## src/rtl/bus_idle_pkg.sv

```systemverilog
package bus_idle_pkg;
  localparam int AREA_CNT = 8;
  localparam int AREA_W = $clog2(AREA_CNT);

  typedef enum logic [1:0] {
    ST_READY  = 2'd0,
    ST_GAP    = 2'd1,
    ST_ACCESS = 2'd2
  } seqState_t;

  typedef struct packed {
    logic capture;    // latch request as pending and as previous access
    logic launchReq;  // start bus cycle from the live request
    logic launchPend; // start bus cycle from the pending request
  } seqCtl_t;
endpackage

```

## src/rtl/bus_idle_ctl.sv

```systemverilog
module bus_idle_ctl
  import bus_idle_pkg::*;
#(
  parameter int IDLE_W = 2
) (
  input  logic              clk,
  input  logic              rstN,
  input  logic              reqValid,
  input  logic [IDLE_W-1:0] idleNeed,
  output logic              reqReady,
  output seqCtl_t           ctl
);
  seqState_t state, stateNxt;
  logic [IDLE_W-1:0] gapCnt, gapCntNxt;

  always_comb begin
    ctl = '0;
    stateNxt = state;
    gapCntNxt = gapCnt;
    reqReady = (state != ST_GAP);
    case (state)
      ST_GAP: begin
        if (gapCnt == IDLE_W'(1)) begin
          ctl.launchPend = 1'b1;
          stateNxt = ST_ACCESS;
          gapCntNxt = '0;
        end else begin
          gapCntNxt = gapCnt - IDLE_W'(1);
        end
      end
      default: begin
        if (reqValid) begin
          ctl.capture = 1'b1;
          if (idleNeed == '0) begin
            ctl.launchReq = 1'b1;
            stateNxt = ST_ACCESS;
          end else begin
            stateNxt = ST_GAP;
            gapCntNxt = idleNeed;
          end
        end else begin
          stateNxt = ST_READY;
        end
      end
    endcase
  end

  always_ff @(posedge clk or negedge rstN) begin
    if (!rstN) begin
      state <= ST_READY;
      gapCnt <= '0;
    end else begin
      state <= stateNxt;
      gapCnt <= gapCntNxt;
    end
  end

  AST_GAP_COUNT_LIVE: assert property (@(posedge clk) disable iff (!rstN)
    (state == ST_GAP) |-> (gapCnt != '0));
  AST_LAUNCH_SINGLE: assert property (@(posedge clk) disable iff (!rstN)
    !(ctl.launchReq && ctl.launchPend));
  AST_GAP_ENDS_IN_ACCESS: assert property (@(posedge clk) disable iff (!rstN)
    (state == ST_GAP && gapCnt == IDLE_W'(1)) |=> (state == ST_ACCESS));
endmodule

```

## src/rtl/bus_idle_dp.sv

```systemverilog
module bus_idle_dp
  import bus_idle_pkg::*;
#(
  parameter int AW = 16,
  parameter int IDLE_W = 2,
  localparam int REG_W = IDLE_W + 2
) (
  input  logic              clk,
  input  logic              rstN,
  input  seqCtl_t           ctl,
  input  logic [AREA_W-1:0] reqArea,
  input  logic              reqWrite,
  input  logic [AW-1:0]     reqAddr,
  input  logic              regWe,
  input  logic [REG_W-1:0]  regWdata,
  output logic [REG_W-1:0]  regRdata,
  output logic [IDLE_W-1:0] idleNeed,
  output logic [AREA_CNT-1:0] csN,
  output logic              rdN,
  output logic              wrN,
  output logic [AW-1:0]     busAddr
);
  logic [1:0]        contEn;
  logic [IDLE_W-1:0] rwIdle;
  logic              prevValid, prevWrite;
  logic [AREA_W-1:0] prevArea;
  logic [AREA_W-1:0] pendArea;
  logic              pendWrite;
  logic [AW-1:0]     pendAddr;

  // control register
  always_ff @(posedge clk or negedge rstN) begin
    if (!rstN) begin
      contEn <= 2'b11;
      rwIdle <= '0;
    end else if (regWe) begin
      contEn <= regWdata[1:0];
      rwIdle <= regWdata[REG_W-1:2];
    end
  end
  assign regRdata = {rwIdle, contEn};

  // previous and pending access
  always_ff @(posedge clk or negedge rstN) begin
    if (!rstN) begin
      prevValid <= 1'b0;
      prevArea  <= '0;
      prevWrite <= 1'b0;
      pendArea  <= '0;
      pendWrite <= 1'b0;
      pendAddr  <= '0;
    end else if (ctl.capture) begin
      prevValid <= 1'b1;
      prevArea  <= reqArea;
      prevWrite <= reqWrite;
      pendArea  <= reqArea;
      pendWrite <= reqWrite;
      pendAddr  <= reqAddr;
    end
  end

  // idle-count decision: paired areas share low bits with bit 1 set
  logic samePair, contHit, rwHit;
  logic [IDLE_W-1:0] contCnt, rwCnt;
  always_comb begin
    samePair = prevValid && reqArea[1] && (prevArea[1:0] == reqArea[1:0]);
    contHit  = samePair && contEn[reqArea[0]];
    rwHit    = prevValid && !prevWrite && reqWrite;
    contCnt  = contHit ? IDLE_W'(1) : '0;
    rwCnt    = rwHit ? rwIdle : '0;
    idleNeed = (rwCnt > contCnt) ? rwCnt : contCnt;
  end

  // output stage
  logic              launch;
  logic [AREA_W-1:0] srcArea;
  logic              srcWrite;
  logic [AW-1:0]     srcAddr;
  logic [AREA_CNT-1:0] csNxt;

  assign launch   = ctl.launchReq || ctl.launchPend;
  assign srcArea  = ctl.launchReq ? reqArea  : pendArea;
  assign srcWrite = ctl.launchReq ? reqWrite : pendWrite;
  assign srcAddr  = ctl.launchReq ? reqAddr  : pendAddr;

  for (genvar gi = 0; gi < AREA_CNT; gi++) begin : gCs
    assign csNxt[gi] = !(launch && (srcArea == AREA_W'(gi)));
  end

  always_ff @(posedge clk or negedge rstN) begin
    if (!rstN) begin
      csN     <= '1;
      rdN     <= 1'b1;
      wrN     <= 1'b1;
      busAddr <= '0;
    end else begin
      csN <= csNxt;
      rdN <= !(launch && !srcWrite);
      wrN <= !(launch && srcWrite);
      if (launch) busAddr <= srcAddr;
    end
  end

  AST_ONE_CS: assert property (@(posedge clk) disable iff (!rstN)
    $onehot0(~csN));
  AST_STROBE_EXCL: assert property (@(posedge clk) disable iff (!rstN)
    !(!rdN && !wrN));
  AST_CS_WITH_STROBE: assert property (@(posedge clk) disable iff (!rstN)
    ((csN != '1) == (!rdN || !wrN)));
  AST_ADDR_HOLD: assert property (@(posedge clk) disable iff (!rstN)
    !launch |=> $stable(busAddr));
endmodule

```

## src/rtl/bus_idle_seq.sv

```systemverilog
module bus_idle_seq
  import bus_idle_pkg::*;
#(
  parameter int AW = 16,
  parameter int IDLE_W = 2
) (
  input  logic                clk,
  input  logic                rstN,
  input  logic                reqValid,
  output logic                reqReady,
  input  logic [AREA_W-1:0]   reqArea,
  input  logic                reqWrite,
  input  logic [AW-1:0]       reqAddr,
  input  logic                regWe,
  input  logic [IDLE_W+1:0]   regWdata,
  output logic [IDLE_W+1:0]   regRdata,
  output logic [AREA_CNT-1:0] csN,
  output logic                rdN,
  output logic                wrN,
  output logic [AW-1:0]       busAddr
);
  seqCtl_t ctl;
  logic [IDLE_W-1:0] idleNeed;

  bus_idle_ctl #(.IDLE_W(IDLE_W)) ctl_i (
    .clk(clk), .rstN(rstN), .reqValid(reqValid), .idleNeed(idleNeed),
    .reqReady(reqReady), .ctl(ctl)
  );

  bus_idle_dp #(.AW(AW), .IDLE_W(IDLE_W)) dp_i (
    .clk(clk), .rstN(rstN), .ctl(ctl), .reqArea(reqArea), .reqWrite(reqWrite),
    .reqAddr(reqAddr), .regWe(regWe), .regWdata(regWdata), .regRdata(regRdata),
    .idleNeed(idleNeed), .csN(csN), .rdN(rdN), .wrN(wrN), .busAddr(busAddr)
  );

  AST_GAP_QUIET: assert property (@(posedge clk) disable iff (!rstN)
    !reqReady |-> (csN == '1 && rdN && wrN));
  AST_NO_GAP_START: assert property (@(posedge clk) disable iff (!rstN)
    (reqValid && reqReady && idleNeed == '0) |=> (csN != '1));
endmodule

```

## config.mk

```make
export PLATFORM = sky130hd
export DESIGN_NAME = bus_idle_seq
export DESIGN_NICKNAME = d
export VERILOG_FILES = /design/src/rtl/bus_idle_pkg.sv /design/src/rtl/bus_idle_ctl.sv /design/src/rtl/bus_idle_dp.sv /design/src/rtl/bus_idle_seq.sv
export SDC_FILE = /design/constraint.sdc
export NUM_CORES = 1
export LEC_CHECK = 0
export BUFFER_PORTS_ARGS = -buffer_cell sky130_fd_sc_hd__buf_2
export CAP_MARGIN = 0
export CORE_MARGIN = 2
export CORE_UTILIZATION = 28
export DETAILED_ROUTE_END_ITERATION = 7
export HOLD_SLACK_MARGIN = 0.03
export REMOVE_ABC_BUFFERS = 1
export SYNTH_ARGS = -nofsm -noshare
export SYNTH_HDL_FRONTEND = slang
export SYNTH_SLANG_ARGS = --single-unit
```

## constraint.sdc

```tcl
create_clock -name clk -period 4.6 [get_ports clk]
set_input_delay 0.23 -clock clk [delete_from_list [all_inputs] [get_ports clk]]
set_output_delay 0.23 -clock clk [all_outputs]
set_load 0.03 [all_outputs]
```

==> metrics.cfg, run 1 <==
[status]
status = complete, no violations

[logic_synthesis]
synth.distinct_cells = 41
synth-xor-area-share = 0
syn_area_um2 = 2430
synth_top_area_share = 0.443
ys_top_cells_by_area = dfrtp_1, dfstp_2, mux2_2, a221o_1, mux2i_1
ys_warn_count = 0
synthCells = 191
ys_seq_area_frac = 0.573
synthesis.area_per_instance_um2 = 12.7
ys_ff_latch = 55
yosysTopAreaCell = dfrtp_1
synthAdderAreaFrac = 0.0103
synth_top_family_by_area = multiplexers
synth_compound_area_frac = 0.124
synth.mux.area_fraction = 0.135
synth-simple-area-share = 0.119

[place]
io_buffer_count = 58
place_hpwl_um = 3690
gp_congestion = 0.914

[floorplanning]
coreArea_um2 = 8300
die_x_um = 97.1
dieArea_um2 = 9430
die_y_um = 97.1
rows = 33
start_util = 0.292
io-pin-count = 59

[detailed_routing]
wirelength_um = 5380
wire_per_inst_um = 15.3
drtIter0Drc = 94
firstDrtPassIters = 4
route.detailed.drc = 0
avgViaCountPerCell = 4.94
vias = 1740
ant_nets = 0

[critical_path]
critPathArrivalTime_ns = 3.33
required_ns = 4.75
crit_path_max_incr_delay_ns = 0.86
crit_type = reg2reg
cp_top_family = compound AO/OA/AOI/OAI gates
cp-end-kind = register
critical_path.max_fanout = 23
critical_path_buf_inv_count = 0
critPathLaunchType = register
critical_path.cell_chain = and3_1 > o2111a_1 > ha_1 > o2111a_1 > o21ai_1 > and3_1 > o21ai_0
rrSetupSlack_ns = 1.42
slowest_stage = and3_1

[timing]
finalCriticalPeriod_ns = 3.18
rsz0062_at_grt = no
fmax_mhz = 314
tightest_slew_ns = 0.959
whs_ns = 0.0399
slew_headroom = 0.359
finalCritPeriodShare = 0.692
skew_ns = 0.00710
hold_violations = 0
setup-violations-final = 0
setup_tns_ns = 0
drv_slew = 0

[grt]
grt_pass1_vias = 1807
track_usage = 0.118
grt_max_degree = 56
overflow = 0
antenna_found_initial = 0
grt_first_pass_wirelength_um = 9100

[clocking]
clk_pin_slew_ns = 0.09
cts_buffer_depth = 2
cts_num_sinks = 55
cts_resized = 0
root_buffer = clkbuf_8
clock_latency_ns = 0.30
h-tree-depth = 2
hold_buffers = 0
numCtsBuffers = 5
cts_tree = yes
cts_setup_buffers = 0

[pwr]
power.share.switching = 0.350
power_frac_seq = 0.488
comb_power_share = 0.310
peakVddDrop_v = 0.000137
p_clk_frac = 0.202
cellPowerDensity_nw_per_um2 = 463
switchingPower_uw = 466
p_leak_uw = 0.00124
p_int_uw = 868

[final_layout]
area_growth_pct = 18.7
drive_above_1_share = 0.429
num_antenna_cells = 0
final.fill_count = 853
nets = 276

[min_path]
worstHoldPathType = in2async

[run]
drv_cap = 0

-- worst paths after layout --
| kind | to | cells after the start | from |
|---|---|---|---|
| max in group asynchronous | dp_i.rwIdle[0] | 2 | rstN |
| min reg2reg | dp_i.pendAddr[12] | 1 | dp_i.pendAddr[12] |
| min | dp_i.prevArea[0] | 2 | rstN |
| max reg2reg | dp_i.busAddr[0] | 7 | dp_i.prevArea[0] |
| max | dp_i.busAddr[0] | 7 | dp_i.prevArea[0] |
| min in group clk | dp_i.wrN | 2 | reqWrite |
-- per-stage QoR --
stage | instance area, um2 | power (uW) | cells | util | worst slack [ns]
3_3_place_gp | 2790 | 1070 | 344 | 0.336 | 1.54
2_1_floorplan | 2350 | 937 | 179 | - | 1.95
5_1_grt | 2880 | 1420 | 352 | 0.347 | 1.18
6_report | 2880 | 1330 | 352 | 0.347 | 1.42
4_1_cts | 2880 | 1360 | 352 | 0.347 | 1.36
3_5_place_dp | 2790 | 1080 | 344 | 0.336 | 1.40
-- Yosys cell counts (all sizes together) --
| cell | number |
|---|---|
| a41oi | 1 |
| o21ai | 12 |
| a21boi | 1 |
| nor4b | 1 |
| a31oi | 7 |
| nand2 | 8 |
| a221o | 8 |
| nand4 | 8 |
| dfstp | 12 |
| o2111a | 2 |
| inv | 5 |
| ha | 2 |
| and3 | 2 |
| nand3 | 1 |
| nor2b | 3 |
| nor4 | 1 |
| nor3 | 4 |
| o22a | 1 |
| a21bo | 1 |
| a21oi | 2 |
| nand2b | 2 |
| o32a | 2 |
| a21o | 1 |
| o31ai | 1 |
| and4 | 1 |
| and2 | 9 |
| mux2 | 22 |
| a22oi | 1 |
| and3b | 2 |
| nor3b | 3 |
| dfrtp | 43 |
| mux2i | 8 |
| nor2 | 2 |
| buf | 12 |
-- layout make-up --
class | count | area (um2) | share of cell area
timing repair buffer | 60 | 305 | 0.106
multi-input combinational | 119 | 942 | 0.327
sequential | 55 | 1390 | 0.483
clock buffer | 7 | 86.3 | 0.0300
tap | 105 | 131 | 0.0456
inverter | 5 | 18.8 | 0.00652
clock inverter | 1 | 5.00 | 0.00174
-- power groups by stage --
stage / sequential, uW / clock [uW] / combinational [uW]
after floorplan: 759 / 0 / 178
after global placement: 659 / 0 / 414
after detailed placement: 659 / 0 / 421
after CTS: 652 / 282 / 423
after global routing: 665 / 301 / 455
final: 651 / 269 / 414
-- registers in the layout, indices dropped and copies added (netlist names) --
name and count:
dp_i.contEn 2, dp_i.rwIdle 2, dp_i.wrN 1, ctl_i.state 2, dp_i.csN 8, ctl_i.gapCnt 2
dp_i.busAddr 16, dp_i.prevWrite 1, dp_i.prevArea 3, dp_i.rdN 1, dp_i.prevValid 1, dp_i.pendAddr 16
-- placed cells by master (no fill, tap or decap), types with 2 or more instances in the layout --
cell / count
a21oi_1: 2
a221o_1: 8
a31oi_1: 6
and2_1: 9
and3_1: 2
and3b_1: 2
buf_2: 58
buf_4: 2
clkbuf_8: 6
dfrtp_1: 43
dfstp_2: 12
ha_1: 2
inv_1: 4
mux2_2: 22
mux2i_1: 8
nand2_1: 8
nand2b_1: 2
nand4_1: 8
nor2_1: 2
nor2b_1: 2
nor3_1: 4
nor3b_1: 2
o2111a_1: 2
o21ai_0: 7
o21ai_1: 5
o32a_1: 2
-- logic make-up after synthesis --
logic type / after synthesis
adders and majority gates: 2
and+or+nand+nor: 47
AOI/OAI and AO/OA: 40
buffers and inverters: 17
DFF: 55
muxes: 30
-- metal layers --
metal | global-route usage | vias to the layer above | wire length [um]
li1 | - | 814 | -
met5 | 0 | - | 0
met3 | 0.0367 | 6 | 300
met4 | 0.0368 | 0 | 61
met2 | 0.196 | 51 | 2620
met1 | 0.149 | 869 | 2390
Note: power is estimated with default switching activity, not from simulation.
==> run 2, diff against run 1 <==
ABC_AREA = 1   (was default)
clock period = 2.6 ns   (was 4.6 ns; I/O delays follow)
==> run 2 against run 1 <==
Effect of this change: sequential power rose by 110%; critical path type unchanged; largest power group is now combinational logic; register-to-register slack worse by 1.2 ns; clock power up 110%; final area increased by 4.9%; critical endpoint is now dp_i.csN[6]; utilization is 0.28 points higher.
==> metrics.cfg, run 2 <==
[status]
status = complete, no violations  ; unchanged

[critical_path]
critPathArrivalTime_ns = 2.63  ; was 3.33 ns
crit_path_max_incr_delay_ns = 0.55  ; was 0.86 ns
required_ns = 2.83  ; was 4.75 ns
critPathLaunchType = register  ; unchanged
critical_path_buf_inv_count = 2  ; was 0
slowest_stage = dfstp_2  ; was and3_1
cp_top_family = simple AND/OR/NAND/NOR gates  ; was compound AO/OA/AOI/OAI gates
critical_path.cell_chain = nand2_1 > nand2_1 > nand2_1 > nor2_2 > ha_1 > or2_2 > nand2_2 > inv_2 > nand2_2 > nand4_4 > nand2_4 > inv_4 > nor2_2 > nand2_1  ; was and3_1 > o2111a_1 > ha_1 > o2111a_1 > o21ai_1 > and3_1 > o21ai_0
cp-end-kind = register  ; unchanged
crit_type = reg2reg  ; unchanged
path_common_cell = nand2_1
critical_path.max_fanout = 16  ; was 23

[clocking]
cts_num_sinks = 55  ; unchanged
numCtsBuffers = 5  ; unchanged
cts_buffer_depth = 2  ; unchanged
cts_setup_buffers = 0  ; unchanged
clk_pin_slew_ns = 0.10  ; was 0.09 ns
clock_latency_ns = 0.30  ; about the same
h-tree-depth = 2  ; unchanged
root_buffer = clkbuf_8  ; unchanged
cts_tree = yes  ; unchanged

[final_layout]
nets = 378  ; was 276
drive_above_1_share = 0.298  ; was 0.429
top_regs = dp_i.busAddr (16), dp_i.pendAddr (16), dp_i.csN (8)  ; unchanged
area_growth_pct = 22.3  ; was 18.7%
layout_commonest_cell = nand2_1  ; was buf_2
post-route-cell-area_um2 = 3020  ; was 2880 um2
num_antenna_cells = 0  ; unchanged
regArea_um2 = 1390  ; unchanged
post-route-util = 0.350  ; was 0.347
layout_common_cells = nand2_1, buf_2, dfrtp_1, inv_1, nand3_1  ; was buf_2, dfrtp_1, mux2_2, dfstp_2, and2_1
multiInputGateArea_um2 = 946  ; was 942 um2
final.fill_count = 885  ; was 853

[floorplanning]
coreArea_um2 = 8640  ; was 8300 um2
die_x_um = 97.9  ; was 97.1 um
start_util = 0.286  ; was 0.292
rows = 34  ; was 33
io-pin-count = 59  ; unchanged
die_y_um = 97.9  ; was 97.1 um
dieArea_um2 = 9590  ; was 9430 um2

[pwr]
peakVddDrop_v = 0.000323  ; was 0.000137 V
cellPowerDensity_nw_per_um2 = 1140  ; was 463 nW/um2
finalPower_uw = 3450  ; was 1330 uW
p_leak_uw = 0.00153  ; was 0.00124 uW

[logic_synthesis]
async_reset_ff_frac = 1.00  ; unchanged
ys_top_cells_by_area = dfrtp_1, nand2_1, dfstp_2, inv_1, nand3_1  ; was dfrtp_1, dfstp_2, mux2_2, a221o_1, mux2i_1
yosysTopAreaCell = dfrtp_1  ; unchanged
synth.distinct_cells = 24  ; was 41
ys_ff_latch = 55  ; unchanged
synth_edf_count = 0  ; unchanged
synth_top_area_share = 0.435  ; was 0.443
ys_seq_area_frac = 0.563  ; was 0.573
yosysMostFrequentCell = nand2_1  ; was dfrtp_1
ys.flop_type = dfrtp_1  ; unchanged
synthTopCellsByCount = nand2_1, dfrtp_1, inv_1, nand3_1, dfstp_2  ; was dfrtp_1, mux2_2, dfstp_2, and2_1, buf_2
ys_warn_count = 0  ; unchanged
synthCells = 287  ; was 191
synthesis.area_per_instance_um2 = 8.61  ; was 12.7 um2
syn_area_um2 = 2470  ; was 2430 um2

[place]
place_ws_ns = 0.198  ; was 1.40 ns
gp_congestion = 0.752  ; was 0.914
place_hpwl_um = 4000  ; was 3690 um
io_buffer_count = 58  ; unchanged
dpl_cell_area_um2 = 2880  ; was 2790 um2

[timing]
finalCriticalPeriod_ns = 2.40  ; was 3.18 ns
setup_tns_ns = 0  ; unchanged
rsz0062_at_grt = no  ; unchanged
setup-violations-final = 0  ; unchanged
finalCritPeriodShare = 0.921  ; was 0.692
hold_violations = 0  ; unchanged
fmax_mhz = 417  ; was 314 MHz
skew_ns = 0.00864  ; was 0.00710 ns
slew_headroom = 0.589  ; was 0.359
setup_ws_ns = 0.205  ; was 1.42 ns
tightest_slew_ns = 0.616  ; was 0.959 ns
drv_slew = 0  ; unchanged

[run]
drv_cap = 0  ; unchanged

[detailed_routing]
route.detailed.drc = 0  ; unchanged
wire_per_inst_um = 11.8  ; was 15.3 um
firstDrtPassIters = 4  ; unchanged
vias = 1973  ; was 1740
avgViaCountPerCell = 4.32  ; was 4.94
wirelength_um = 5410  ; was 5380 um
drtIter0Drc = 129  ; was 94
ant_nets = 0  ; unchanged

[grt]
grt_first_pass_wirelength_um = 9610  ; was 9100 um
grt_pass1_vias = 2012  ; was 1807
track_usage = 0.123  ; was 0.118
grt_max_degree = 33  ; was 56
overflow = 0  ; unchanged
antenna_found_initial = 0  ; unchanged

[min_path]
worstHoldPathType = in2reg  ; was in2async

[run 2: what timing repair did]
| item | CTS | global route |
|---|---|---|
| hold buffers | 1 | 0 |
| resized for setup | 0 | 3 |
| hold endpoints to repair | 25 | 0 |
| setup endpoints to repair | 0 | 10 |
[run 2: cell families (layout without fill, tap and decap cells)]
kind of cell	count (synthesis)	after routing	synth area share
mux	4	4	0.0182
simple gates	179	179	0.313
flops	55	55	0.563
compound gates	16	16	0.0365
fa+ha+maj	2	2	0.0101
buf+inv	31	93	0.0592
[run 2: through the flow]
step,instances,hold WS [ns]
2_1_floorplan,278,-0.166
3_3_place_gp,448,0.186
3_5_place_dp,448,0.183
4_1_cts,457,0.0345
5_1_grt,457,0.0341
6_report,457,0.0406
[run 2: final cells by class]
type,instances,area share
multi-input combinational,201,0.313
timing repair buffer,63,0.113
inverter,22,0.0294
tap,108,0.0447
clock inverter,2,0.0116
sequential,55,0.460
clock buffer,6,0.0273
[run 2: power by group]
group	switching [uW]	internal (uW)
clock network	265	312
registers	160	1210
logic	1060	439
total	1480	1960
[run 2: layer usage]
layer | routed length (um) | up-vias | track usage
met1 | 2530 | 914 | 0.166
met5 | 0 | - | 0
met2 | 2580 | 38 | 0.196
li1 | - | 1015 | -
met4 | 66 | 0 | 0.0321
met3 | 236 | 6 | 0.0329
[run 2: final timing paths]
kind,from,end,slack [ns],cells past startpoint
min in group asynchronous,rstN,dp_i.rwIdle[1],0.36,2
max in group asynchronous,rstN,dp_i.csN[1],1.58,3
setup reg to reg,dp_i.contEn[1],dp_i.csN[6],0.20,14
setup / recovery,dp_i.contEn[1],dp_i.csN[6],0.20,14
hold reg to reg,dp_i.pendAddr[1],dp_i.pendAddr[1],0.48,2
hold / removal,reqAddr[15],dp_i.pendAddr[15],0.04,3
[run 2: tightest hold or removal path: cells and delay by family]
| kind | cells | cell delay (ns) |
|---|---|---|
| buffers and inverters | 1 | 0.09 |
| AND/OR/NAND/NOR | 2 | 0.10 |
==> run 3, diff against run 2 <==
PLACE_DENSITY = 0.59   (was default)
==> run 3 against run 2 <==
Effect of this change: clock power rose by 15%; combinational power barely moved; die area did not move; power rose by 2.1%; global-route usage fell by 0.46 points; worst setup slack improved by 0.0016 ns.
==> metrics.cfg, run 3 (synthesis gave the netlist of run 2 again) <==
[status]
status = complete, no violations  ; unchanged

[detailed_routing]
drtIter0Drc = 60  ; was 129
firstDrtPassIters = 4  ; unchanged
wire_per_inst_um = 11.8  ; about the same
vias = 2003  ; was 1973
wirelength_um = 5420  ; was 5410 um
route.detailed.drc = 0  ; unchanged
avgViaCountPerCell = 4.34  ; was 4.32
ant_nets = 0  ; unchanged

[critical_path]
critical_path.cell_chain = nand2_1 > nand2_1 > inv_1 > nor2_2 > ha_1 > or2_2 > nand2_2 > inv_2 > nand2_2 > nand4_4 > inv_1 > nand2_1 > nand3_1  ; was nand2_1 > nand2_1 > nand2_1 > nor2_2 > ha_1 > or2_2 > nand2_2 > inv_2 > nand2_2 > nand4_4 > nand2_4 > inv_4 > nor2_2 > nand2_1
cp-end-kind = register  ; unchanged
critPathArrivalTime_ns = 2.64  ; was 2.63 ns
critical_path.max_fanout = 11  ; was 16
crit_path_max_incr_delay_ns = 0.55  ; about the same
rr_worst_depth = 13  ; was 14
crit_type = reg2reg  ; unchanged
path_common_cell = nand2_1  ; unchanged
required_ns = 2.85  ; was 2.83 ns
critPathLaunchType = register  ; unchanged
slowest_stage = dfstp_2  ; unchanged

[grt]
overflow = 0  ; unchanged
antenna_found_initial = 0  ; unchanged
grt_max_degree = 56  ; was 33
track_usage = 0.118  ; was 0.123
grt_pass1_vias = 1941  ; was 2012
grt_first_pass_wirelength_um = 9330  ; was 9610 um

[pwr]
p_leak_uw = 0.00155  ; was 0.00153 uW
finalPower_uw = 3520  ; was 3450 uW
peakVddDrop_v = 0.000428  ; was 0.000323 V
cellPowerDensity_nw_per_um2 = 1150  ; was 1140 nW/um2

[final_layout]
top_regs = dp_i.busAddr (16), dp_i.pendAddr (16), dp_i.csN (8)  ; unchanged
drive_above_1_share = 0.295  ; was 0.298
layout_commonest_cell = nand2_1  ; unchanged
post-route-util = 0.353  ; was 0.350
area_growth_pct = 23.5  ; was 22.3%
post-route-cell-area_um2 = 3050  ; was 3020 um2
nets = 382  ; was 378
num_antenna_cells = 0  ; unchanged
layout_common_cells = nand2_1, buf_2, dfrtp_1, inv_1, nand3_1  ; unchanged
final.fill_count = 923  ; was 885

[clocking]
cts_num_sinks = 55  ; unchanged
root_buffer = clkbuf_8  ; unchanged
h-tree-depth = 2  ; unchanged
numCtsBuffers = 5  ; unchanged
cts_tree = yes  ; unchanged
cts_setup_buffers = 0  ; unchanged
cts_resized = 0  ; unchanged
clock_latency_ns = 0.31  ; was 0.30 ns
clk_pin_slew_ns = 0.10  ; about the same
cts_buffer_depth = 2  ; unchanged

[timing]
drv_slew = 0  ; unchanged
hold_violations = 0  ; unchanged
finalCriticalPeriod_ns = 2.39  ; was 2.40 ns
skew_ns = 0.0127  ; was 0.00864 ns
tightest_slew_ns = 0.681  ; was 0.616 ns
whs_ns = 0.0410  ; was 0.0406 ns
finalCritPeriodShare = 0.921  ; about the same
fmax_mhz = 418  ; was 417 MHz
setup-violations-final = 0  ; unchanged
rsz0062_at_grt = yes  ; was no
slew_headroom = 0.546  ; was 0.589

[floorplanning]
io-pin-count = 59  ; unchanged
die_x_um = 97.9  ; unchanged
start_util = 0.286  ; unchanged
dieArea_um2 = 9590  ; unchanged
rows = 34  ; unchanged
coreArea_um2 = 8640  ; unchanged
die_y_um = 97.9  ; unchanged

[place]
place_hpwl_um = 3980  ; was 4000 um
io_buffer_count = 58  ; unchanged
dpl_cell_area_um2 = 2880  ; about the same
gp_congestion = 0.796  ; was 0.752

[run]
drv_cap = 0  ; unchanged

[min_path]
whs_path_depth = 3  ; unchanged
worstHoldPathType = in2reg  ; unchanged

-- run 3: what timing repair did --
action                                 in CTS  in global routing
endpoints found under the hold margin      46                  0
setup endpoints to repair                   0                  1
hold buffers                                4                  0
-- run 3: per-stage QoR --
| stage | setup TNS, ns | setup WS (ns) | std cells |
|---|---|---|---|
| 6_report | 0 | 0.206 | 461 |
| 5_1_grt | -0.00178 | -0.00178 | 461 |
| 4_1_cts | 0 | 0.185 | 461 |
| 3_5_place_dp | 0 | 0.212 | 449 |
| 3_3_place_gp | 0 | 0.303 | 449 |
| 2_1_floorplan | 0 | 0.121 | 278 |
-- run 3: path summary, 6_finish.rpt --
path,from,end,slack (ns)
worst min-delay path,reqAddr[2],dp_i.pendAddr[2],0.04
worst max-delay path,dp_i.contEn[0],dp_i.busAddr[13],0.21
max in group asynchronous,rstN,dp_i.busAddr[11],1.67
worst min register to register,dp_i.pendAddr[7],dp_i.pendAddr[7],0.48
min in group asynchronous,rstN,dp_i.rwIdle[1],0.46
worst max register to register,dp_i.contEn[0],dp_i.busAddr[13],0.21
-- run 3: where the power goes --
part | switching (uW) | leakage (uW) | internal, uW
logic | 1040 | 0.000844 | 441
clock network | 278 | 0.0000644 | 384
registers | 161 | 0.000646 | 1210
-- run 3: critical path, delay by kind of cell, from the launching register on --
| kind | cells | cell delay, ns |
|---|---|---|
| simple gates | 9 | 1.08 |
| fa+ha+maj | 1 | 0.23 |
| buf+inv | 3 | 0.46 |
| flops | 1 | 0.55 |
-- run 3: layout make-up --
type | instances | area [um2] | share of cell area
Clock buffer | 5 | 68.8 | 0.0226
Clock inverter | 3 | 67.6 | 0.0221
Inverter | 22 | 85.1 | 0.0279
Multi-Input combinational cell | 201 | 936 | 0.307
Sequential cell | 55 | 1390 | 0.456
Tap cell | 108 | 135 | 0.0443
Timing Repair Buffer | 67 | 368 | 0.121
-- run 3: routing by layer --
layer,vias to the layer above,GRT usage,part of all wire
li1,1024,-,-
met4,0,0.0288,0.0031
met5,-,0,0
met1,925,0.161,0.45
met3,3,0.0301,0.057
met2,51,0.189,0.49
